File: config.mk
export PLATFORM = sky130hd
export DESIGN_NAME = pin_async_rx
export DESIGN_NICKNAME = d
export VERILOG_FILES = /design/src/rtl/pin_rx_pkg.sv /design/src/rtl/rx_line_edge.sv /design/src/rtl/rx_frame_engine.sv /design/src/rtl/rx_result_hold.sv /design/src/rtl/pin_async_rx.sv
export SDC_FILE = /design/constraint.sdc
export NUM_CORES = 1
export LEC_CHECK = 0
export BUFFER_PORTS_ARGS = -buffer_cell sky130_fd_sc_hd__buf_4
export CELL_PAD_IN_SITES_DETAIL_PLACEMENT = 1
export CELL_PAD_IN_SITES_GLOBAL_PLACEMENT = 1
export CORE_MARGIN = 2
export CORE_UTILIZATION = 47
export DETAILED_ROUTE_END_ITERATION = 12
export GPL_TIMING_DRIVEN = 0
export PLACE_DENSITY = 0.87
export REMOVE_ABC_BUFFERS = 1
export SLEW_MARGIN = 20
export SYNTH_ARGS = -nofsm -noshare
export SYNTH_HDL_FRONTEND = slang
export SYNTH_SLANG_ARGS = --single-unit
export TNS_END_PERCENT = 10
File: constraint.sdc
create_clock -name clk -period 3.8 [get_ports clk]
set_clock_uncertainty 0.1 [all_clocks]
set_input_delay 0.76 -clock clk [delete_from_list [all_inputs] [get_ports clk]]
set_output_delay 0.76 -clock clk [all_outputs]
set_load 0.05 [all_outputs]
File: src/rtl/pin_rx_pkg.sv
package pin_rx_pkg;
  parameter int RX_DATA_W = 32;
  parameter int RX_PER_W  = 16;
  parameter int RX_LEN_W  = 5;
  localparam logic [4:0] RX_MODE_CODE = 5'b11111;
  localparam logic [1:0] PAD_DRIVE    = 2'b01;

  typedef enum logic [1:0] {ST_IDLE, ST_START, ST_DATA, ST_STOP} rx_state_t;

  function automatic logic [RX_PER_W-1:0] eff_period(input logic [RX_PER_W-1:0] p);
    return (p < 2) ? RX_PER_W'(2) : p;
  endfunction

  function automatic logic [RX_PER_W-1:0] half_period(input logic [RX_PER_W-1:0] p);
    return eff_period(p) >> 1;
  endfunction

  function automatic logic [RX_DATA_W-1:0] justify(input logic [RX_DATA_W-1:0] sh,
                                                    input logic [RX_LEN_W-1:0] len_m1);
    int unsigned amt;
    amt = RX_DATA_W - 1 - int'(len_m1);
    return sh >> amt;
  endfunction
endpackage

File: src/rtl/rx_line_edge.sv
module rx_line_edge (
  input  logic clk,
  input  logic rst_n,
  input  logic line_seen,
  output logic line_q,
  output logic fall
);
  logic prev_q;

  always_ff @(posedge clk or negedge rst_n) begin
    if (!rst_n) begin
      line_q <= 1'b1;
      prev_q <= 1'b1;
    end else begin
      line_q <= line_seen;
      prev_q <= line_q;
    end
  end

  assign fall = prev_q & ~line_q;
endmodule

File: src/rtl/rx_frame_engine.sv
module rx_frame_engine
  import pin_rx_pkg::*;
#(
  parameter int DATA_W = RX_DATA_W,
  parameter int PER_W  = RX_PER_W,
  parameter int LEN_W  = RX_LEN_W
) (
  input  logic              clk,
  input  logic              rst_n,
  input  logic              enable,
  input  logic              line_q,
  input  logic              fall,
  input  logic [PER_W-1:0]  period,
  input  logic [LEN_W-1:0]  len_m1,
  output logic              done,
  output logic [DATA_W-1:0] char_o
);
  rx_state_t          state;
  logic [PER_W-1:0]   cnt;
  logic [LEN_W-1:0]   bit_idx;
  logic [DATA_W-1:0]  sh;
  logic               at_mid;

  assign at_mid = (cnt == '0);

  always_ff @(posedge clk or negedge rst_n) begin
    if (!rst_n) begin
      state   <= ST_IDLE;
      cnt     <= '0;
      bit_idx <= '0;
      sh      <= '0;
    end else if (!enable) begin
      state   <= ST_IDLE;
      cnt     <= '0;
      bit_idx <= '0;
    end else begin
      unique case (state)
        ST_IDLE: if (fall) begin
          state <= ST_START;
          cnt   <= half_period(period) - 1'b1;
        end
        ST_START: if (at_mid) begin
          if (line_q) state <= ST_IDLE;
          else begin
            state   <= ST_DATA;
            cnt     <= eff_period(period) - 1'b1;
            bit_idx <= '0;
          end
        end else cnt <= cnt - 1'b1;
        ST_DATA: if (at_mid) begin
          sh  <= {line_q, sh[DATA_W-1:1]};
          cnt <= eff_period(period) - 1'b1;
          if (bit_idx == len_m1) state <= ST_STOP;
          else bit_idx <= bit_idx + 1'b1;
        end else cnt <= cnt - 1'b1;
        ST_STOP: if (at_mid) state <= ST_IDLE;
        else cnt <= cnt - 1'b1;
        default: state <= ST_IDLE;
      endcase
    end
  end

  assign done   = enable && (state == ST_STOP) && at_mid;
  assign char_o = justify(sh, len_m1);

  assert_glitch_abort_R3: assert property (@(posedge clk) disable iff (!rst_n)
    (enable && state == ST_START && at_mid && line_q) |=> (state == ST_IDLE));
  assert_off_goes_idle_R1: assert property (@(posedge clk) disable iff (!rst_n)
    !enable |=> (state == ST_IDLE && !done));
endmodule

File: src/rtl/rx_result_hold.sv
module rx_result_hold #(
  parameter int DATA_W = pin_rx_pkg::RX_DATA_W
) (
  input  logic              clk,
  input  logic              rst_n,
  input  logic              enable,
  input  logic              done,
  input  logic [DATA_W-1:0] char_i,
  input  logic              ack,
  output logic              flag,
  output logic [DATA_W-1:0] z
);
  always_ff @(posedge clk or negedge rst_n) begin
    if (!rst_n) begin
      flag <= 1'b0;
      z    <= '0;
    end else if (!enable) begin
      flag <= 1'b0;
      z    <= '0;
    end else if (done) begin
      flag <= 1'b1;
      z    <= char_i;
    end else if (ack) begin
      flag <= 1'b0;
    end
  end

  assert_flag_held_R6: assert property (@(posedge clk) disable iff (!rst_n)
    (enable && flag && !ack) |=> flag);
  assert_ack_clears_R6: assert property (@(posedge clk) disable iff (!rst_n)
    (ack && !done) |=> !flag);
  assert_z_stable_R10: assert property (@(posedge clk) disable iff (!rst_n)
    (enable && !done) |=> $stable(z));
  assert_off_clears_R1: assert property (@(posedge clk) disable iff (!rst_n)
    !enable |=> (!flag && z == '0));
endmodule

File: src/rtl/pin_async_rx.sv
module pin_async_rx
  import pin_rx_pkg::*;
#(
  parameter int DATA_W = RX_DATA_W,
  parameter int PER_W  = RX_PER_W,
  parameter int LEN_W  = RX_LEN_W
) (
  input  logic              clk,
  input  logic              rst_n,
  input  logic              mode_wr,
  input  logic [4:0]        mode_sel,
  input  logic [1:0]        pad_ctl,
  input  logic              x_wr,
  input  logic [31:0]       x_val,
  input  logic              ack,
  input  logic              pad_in,
  output logic              pad_oe,
  output logic              pad_out,
  output logic              event_flag,
  output logic [DATA_W-1:0] z_val
);
  localparam int PER_LSB = 16;

  logic [4:0]        mode_q;
  logic [1:0]        ctl_q;
  logic [31:0]       x_q;
  logic              mode_rx;
  logic              line_seen, line_q, fall, done;
  logic [DATA_W-1:0] char_w;

  always_ff @(posedge clk or negedge rst_n) begin
    if (!rst_n) begin
      mode_q <= '0;
      ctl_q  <= '0;
      x_q    <= '0;
    end else begin
      if (mode_wr) begin
        mode_q <= mode_sel;
        ctl_q  <= pad_ctl;
      end
      if (x_wr) x_q <= x_val;
    end
  end

  assign mode_rx   = (mode_q == RX_MODE_CODE);
  assign pad_oe    = (ctl_q == PAD_DRIVE);
  assign pad_out   = 1'b1;
  assign line_seen = pad_oe ? pad_out : pad_in;

  rx_line_edge i_edge (
    .clk(clk), .rst_n(rst_n), .line_seen(line_seen), .line_q(line_q), .fall(fall)
  );

  rx_frame_engine #(.DATA_W(DATA_W), .PER_W(PER_W), .LEN_W(LEN_W)) i_engine (
    .clk(clk), .rst_n(rst_n), .enable(mode_rx), .line_q(line_q), .fall(fall),
    .period(x_q[PER_LSB +: PER_W]), .len_m1(x_q[LEN_W-1:0]),
    .done(done), .char_o(char_w)
  );

  rx_result_hold #(.DATA_W(DATA_W)) i_hold (
    .clk(clk), .rst_n(rst_n), .enable(mode_rx), .done(done), .char_i(char_w),
    .ack(ack), .flag(event_flag), .z(z_val)
  );

  assert_drive_blocks_start_R8: assert property (@(posedge clk) disable iff (!rst_n)
    (pad_oe && $past(pad_oe)) |-> !fall);
  assert_overwrite_keeps_flag_R7: assert property (@(posedge clk) disable iff (!rst_n)
    (done && event_flag) |=> event_flag);
endmodule

; ---- Yosys cells after proc, flatten, opt, wreduce, memory -nomap -nowiden
; Index checks and enable logic that the tools add are counted.
; Widths: inputs -> output; s select.
[totals]
regBits = 129
mem_bits_rw = 0
output_inout_bits = 35
memories = 0
input_bits = 45
latchBits = 0
rom_bits = 0
[classes]
magnitude_cmp = 1
n_shift = 1
n_reduce_logical = 8
n_mux = 28
n_bitwise = 2
n_mul = 0
add_sub_neg = 5
eq_ne = 18
n_div = 0
[op_table]
columns = cell, count
row1 = $mux 16, 7
row2 = $mux 32, 2
row3 = $pmux 16 s4, 1
row4 = $shr 32x32->32, 1
row5 = $sub 16x1->16 const B, 2
row6 = $ne 3x3->1 const B, 10
row7 = $mux 5, 5
row8 = $logic_not 16->1, 1
row9 = $lt 16x2->1 const B, 1
row10 = $sub 15x1->16 const B, 1
row11 = $mux 2, 7
row12 = $pmux 5 s2, 1
row13 = $reduce_and 5->1, 2
row14 = $pmux 2 s4, 1
row15 = $reduce_and 3->1, 2
row16 = $sub 5x5->6 const A, 1
row17 = $add 5x1->5 const B, 1
row18 = $eq 5x5->1, 1
row19 = $eq 5x5->1 const B, 1
row20 = $eq 2x1->1 const B, 2
row21 = $eq 2x2->1 const B, 2
row22 = $mux 1, 4
row23 = $ne 4x4->1 const B, 1
row24 = $logic_and 1x1->1, 2
row25 = other kinds (4), 4

; ---- Depth between registers and ports, before layout
[depth]
word_depth = 7
ltp_mapped = 12
mapped_depth_nobuf = 11

; ---- By module
; A second synthesis with hierarchy kept.
[hier_totals]
cells_unflattened = 764
area_unflattened_um2 = 7892.6
[by_module_without_submodules]
columns = module, cells_each, instances, area_each_um2
row1 = rx_frame_engine, 589, 1, 5228.8
row2 = rx_result_hold, 106, 1, 1442.6
row3 = pin_async_rx, 66, 1, 1154.9
row4 = rx_line_edge, 3, 1, 66.3

; ---- Worst setup path before layout
; Ideal clock, no wire load.
[synth_timing]
path_kind = flip-flop to flip-flop
from = register x_q[21]
to = register i_engine.cnt[10]
required_ns = 3.578
synth_period_minus_slack_ns = 3.298
arrival_ns = 3.077
setup_slack_ns = 0.502
path_buffers = 2
path_stages_with_launch = 13
path_cell_list = dfrtp_1 > clkbuf_1 > nor4_1 > clkbuf_1 > nand4_1 > nand2_1 > ha_1 > nor3b_1 > nand3_1 > xor2_1 > o22ai_1 > or3_1 > a32o_1
[synth_via]
elab_chain_len = 7
word_cells_on_any_way = 10
classes_between = add/sub: 2 / order compare: 1 / mux: 7
[synth_lines]
columns = item, line
row1 = from (decl), pin_async_rx.sv:26  ; logic [31:0] x_q;
row2 = from (signal assigned), pin_async_rx.sv:41  ; if (x_wr) x_q <= x_val;
row3 = $lt 16x2->1, pin_rx_pkg.sv:11  ; return (p < 2) ? RX_PER_W'(2) : p;
row4 = $mux 16 *, pin_rx_pkg.sv:11
row5 = $sub 16x1->16, "rx_frame_engine.sv:46, rx_frame_engine.sv:52"
row6 = $mux 16, rx_frame_engine.sv:43  ; if (line_q) state <= ST_IDLE;
row7 = $mux 16, rx_frame_engine.sv:42  ; ST_START: if (at_mid) begin
row8 = $pmux 16 s4 *, rx_frame_engine.sv:37  ; unique case (state)
row9 = $mux 16 *, rx_frame_engine.sv:32  ; end else if (!enable) begin
row10 = to (signal assigned), rx_frame_engine.sv:40  ; cnt <= half_period(period) - 1'b1;
row11 = to (signal assigned), rx_frame_engine.sv:46  ; cnt <= eff_period(period) - 1'b1;
row12 = to (signal assigned), rx_frame_engine.sv:49  ; end else cnt <= cnt - 1'b1;
row13 = to (decl), rx_frame_engine.sv:19  ; logic [PER_W-1:0] cnt;
; Mark *: on every way between the ends. The rest lies on a longest branch, timed or not. The select of a mux whose other input is x is not followed.
; A chain may end at the register's enable or synchronous reset.

; ---- Final worst setup path
[layout_timing]
from = register i_engine.cnt[10]
to = register i_hold.z[7]
[layout_via]
elab_chain_len = 3
[layout_lines]
columns = item, line
row1 = $logic_not 16->1, rx_frame_engine.sv:24  ; assign at_mid = (cnt == '0);
row2 = $logic_and 1x1->1, rx_frame_engine.sv:63  ; assign done = enable && (state == ST_STOP) && at_mid;
row3 = $ne 2x2->1 (no source line), --
row4 = to (signal assigned), rx_result_hold.sv:22  ; z <= char_i;
row5 = to (decl), rx_result_hold.sv:11  ; output logic [DATA_W-1:0] z
; No other way between the ends.

==> impl_metrics.py <==
metrics = {
    "outcome": {
        "run_status": "finished, final reports clean",
    },
    "floorplan": {
        "core_sq_mm": 0.0153,
        "die-area_sq_mm": 0.0167,
        "rows": 45,
        "fp.dieH_um": 129,
        "start_util_pct": 48.3,
        "ios": 80,
        "die_w_um": 129,
    },
    "setup_path": {
        "reg2reg_depth": 5,
        "crit_required_ns": 4.06,
        "end_kind": "register",
        "worstSetupPathType": "register to register",
        "crit_fanout": 16,
        "cp-start-kind": "register",
        "arrival_ns": 3.88,
    },
    "global_routing": {
        "overflow": 0,
        "grt_pass1_wl_mm": 34.2,
        "grt_max_degree": 62,
        "antenna_found_initial": 0,
        "track_usage_pct": 26.3,
        "grt_pass1_vias": 6494,
    },
    "timing": {
        "finalWorstSetupSlack_ns": 0.184,
        "finalMaxSlewViolations": 0,
        "max_slew.worst_pin.slew_ns": 1.06,
        "fin_crit_sh_pct": 95.2,
        "rsz0062_at_grt": "no",
        "final_hold_viol_count": 0,
        "relSlewSlack_pct": 28.5,
        "tns_ns": 0,
        "fin_crit_ns": 3.62,
        "max_freq_mhz": 277,
        "setup_viol": 0,
    },
    "finish": {
        "num-fill-cells": 1612,
        "nets": 807,
        "stdcell_area_sq_mm": 0.00861,
        "drive_gt1_share_pct": 28.3,
        "utilization_pct": 56.4,
        "area_growth_pct": 16.9,
        "num_antenna_cells": 0,
    },
    "worst_hold_path": {
        "hp-class": "primary input to async pin",
    },
    "synthesis": {
        "synth_most_common_cell": "dfrtp_1",
        "synth_top_family_by_area": "multiplexers",
        "synth_simple_gate_area_share_pct": 14.0,
        "synth_xor_area_share_pct": 4.16,
        "syn_area_sq_mm": 0.00736,
        "synth_top_area_share_pct": 39.4,
        "synth_edf_count": 0,
        "synth_area_per_cell_sq_um": 10.3,
        "synth_common_cells": "116 x dfrtp_1, 73 x nand2_1, 64 x mux2_2",
        "yosysTopAreaCell": "dfrtp_1",
        "synth_top_flop_cell": "dfrtp_1",
        "synth_compound_area_share_pct": 14.6,
        "yosysUniqueCellTypes": 66,
        "ys_ff_latch": 118,
        "ys_async_sr_fraction_pct": 100,
        "netlist_top_cells_area": "dfrtp_1 39%, mux2_2 9.8%, mux4_2 8.6%",
        "synthAdderAreaFrac_pct": 1.87,
        "yosysSeqAreaShare_pct": 40.1,
        "synth_cells": 714,
        "synth-warning-count": 0,
        "synthMuxAreaShare_pct": 21.6,
    },
    "pwr": {
        "power.density_mw_per_mm2": 379,
        "ir_drop_mv": 0.304,
        "p_leak_nw": 3.82,
    },
    "detailed_routing": {
        "num_vias": 6107,
        "antenna_left": 0,
        "first_iter_violations": 459,
        "detail_route.wl_per_cell_um": 21.7,
        "post-route-drc-count": 0,
        "wl_mm": 21.1,
        "viasPerCell": 6.26,
        "first_pass_iters": 5,
    },
    "cts": {
        "cts_tree": "yes",
        "postCtsHoldBufs": 0,
        "root_buffer": "clkbuf_16",
        "clk_path_buf_depth": 2,
        "cts_sinks": 118,
        "worstSkewPairLatency_ns": 0.43,
        "cts-htree-levels": 4,
        "cts_buffers": 17,
        "cts.clk_slew.worst_paths_ns": 0.06,
    },
    "placed_design": {
        "port_buffers": 67,
        "dp_slack_ns": -0.334,
        "dpl-instance-area_sq_mm": 0.00800,
        "gp_congestion": 0.874,
        "dp_hpwl_mm": 14.4,
    },
    "run": {
        "maxCapViolCount": 0,
    },
}
-- state kept, by name, indices dropped and copies added, names as in the netlist, 2 cells and up --
signal / cells
i_engine.state: 2
mode_q: 5
i_hold.z: 32
x_q: 21
i_engine.cnt: 16
ctl_q: 2
i_engine.bit_idx: 5
i_engine.sh: 32
-- where the power goes --
part           leakage, nW  switching, W  internal (W)
Combinational         1.98      0.000186      0.000156
Clock                0.265      0.000603      0.000932
Sequential            1.58     0.0000962       0.00129
Total                 3.82      0.000885       0.00238
-- layout make-up --
cell class	instances	area (sq um)	share of cell area [%]
Sequential cell	118	2960	34.4
Clock buffer	21	460	5.35
Tap cell	211	264	3.07
Timing Repair Buffer	74	596	6.92
Multi-Input combinational cell	529	4180	48.6
Inverter	11	41.3	0.480
Clock inverter	11	101	1.18
-- what timing repair did --
action / CTS / global route
pin swaps: 0 / 1
resized for setup: 2 / 0
endpoints found under the setup margin: 6 / 4
buffers inserted: 0 / 4
-- logic make-up after synthesis --
family                   Yosys count
XOR/XNOR                          35
AO/OA/AOI/OAI                    159
multiplexers                     115
other                              1
AND/OR/NAND/NOR                  208
flip-flops                       118
buffers and inverters             67
adder cells (fa/ha/maj)           11
-- cell usage in the layout (no fill, tap or decap), types with 9 or more instances in the layout --
master       n
a211oi_1     9
a21o_1       9
a21oi_1     33
buf_4       70
clkbuf_16   17
dfrtp_1    112
ha_1        10
inv_1       10
mux2_2      64
mux2i_1     18
mux4_2      28
nand2_1     73
nand3_1     18
nand4_1     12
nor2_1      38
nor3_1      21
o211ai_1    12
o21ai_0     30
xnor2_1     12
xor2_1      23
-- per-layer routing --
metal,wire length (um),global-route usage [%],vias to the layer above,part of all wire [%]
met2,10600,44.8,197,50
li1,-,-,2744,-
met5,0,0,-,0
met1,8980,32.7,3114,42
met3,941,5.16,52,4.5
met4,648,11.6,0,3.1
-- worst max-delay path, stage by stage, from the launching register on --
cell	delay [ns]
dfrtp_1	0.45
or4_1	0.66
nor4_4	0.71
nand4_1	0.81
a211oi_1	0.64
a221o_1	0.18
-- through the flow --
step                      hold slack [ns]  power [W]  std cells
after floorplan                     0.267    0.00159        658
after global placement              0.309    0.00170        936
after detailed placement            0.308    0.00174        939
after CTS                           0.210    0.00328        971
after global routing                0.221    0.00338        975
final                               0.196    0.00326        975
-- final timing paths --
path	startpoint	to	slack (ns)
worst max-delay path	i_engine.cnt[10]	i_hold.z[7]	0.18
worst min-delay path	rst_n	i_hold.z[4]	0.20
worst max register to register	i_engine.cnt[10]	i_hold.z[7]	0.18
worst min register to register	i_edge.line_q	i_edge.prev_q	0.32
max in group asynchronous	rst_n	i_edge.prev_q	2.66
min in group clk	i_edge.line_q	i_edge.prev_q	0.32
No activity file was read; power rests on OpenSTA's default activity.
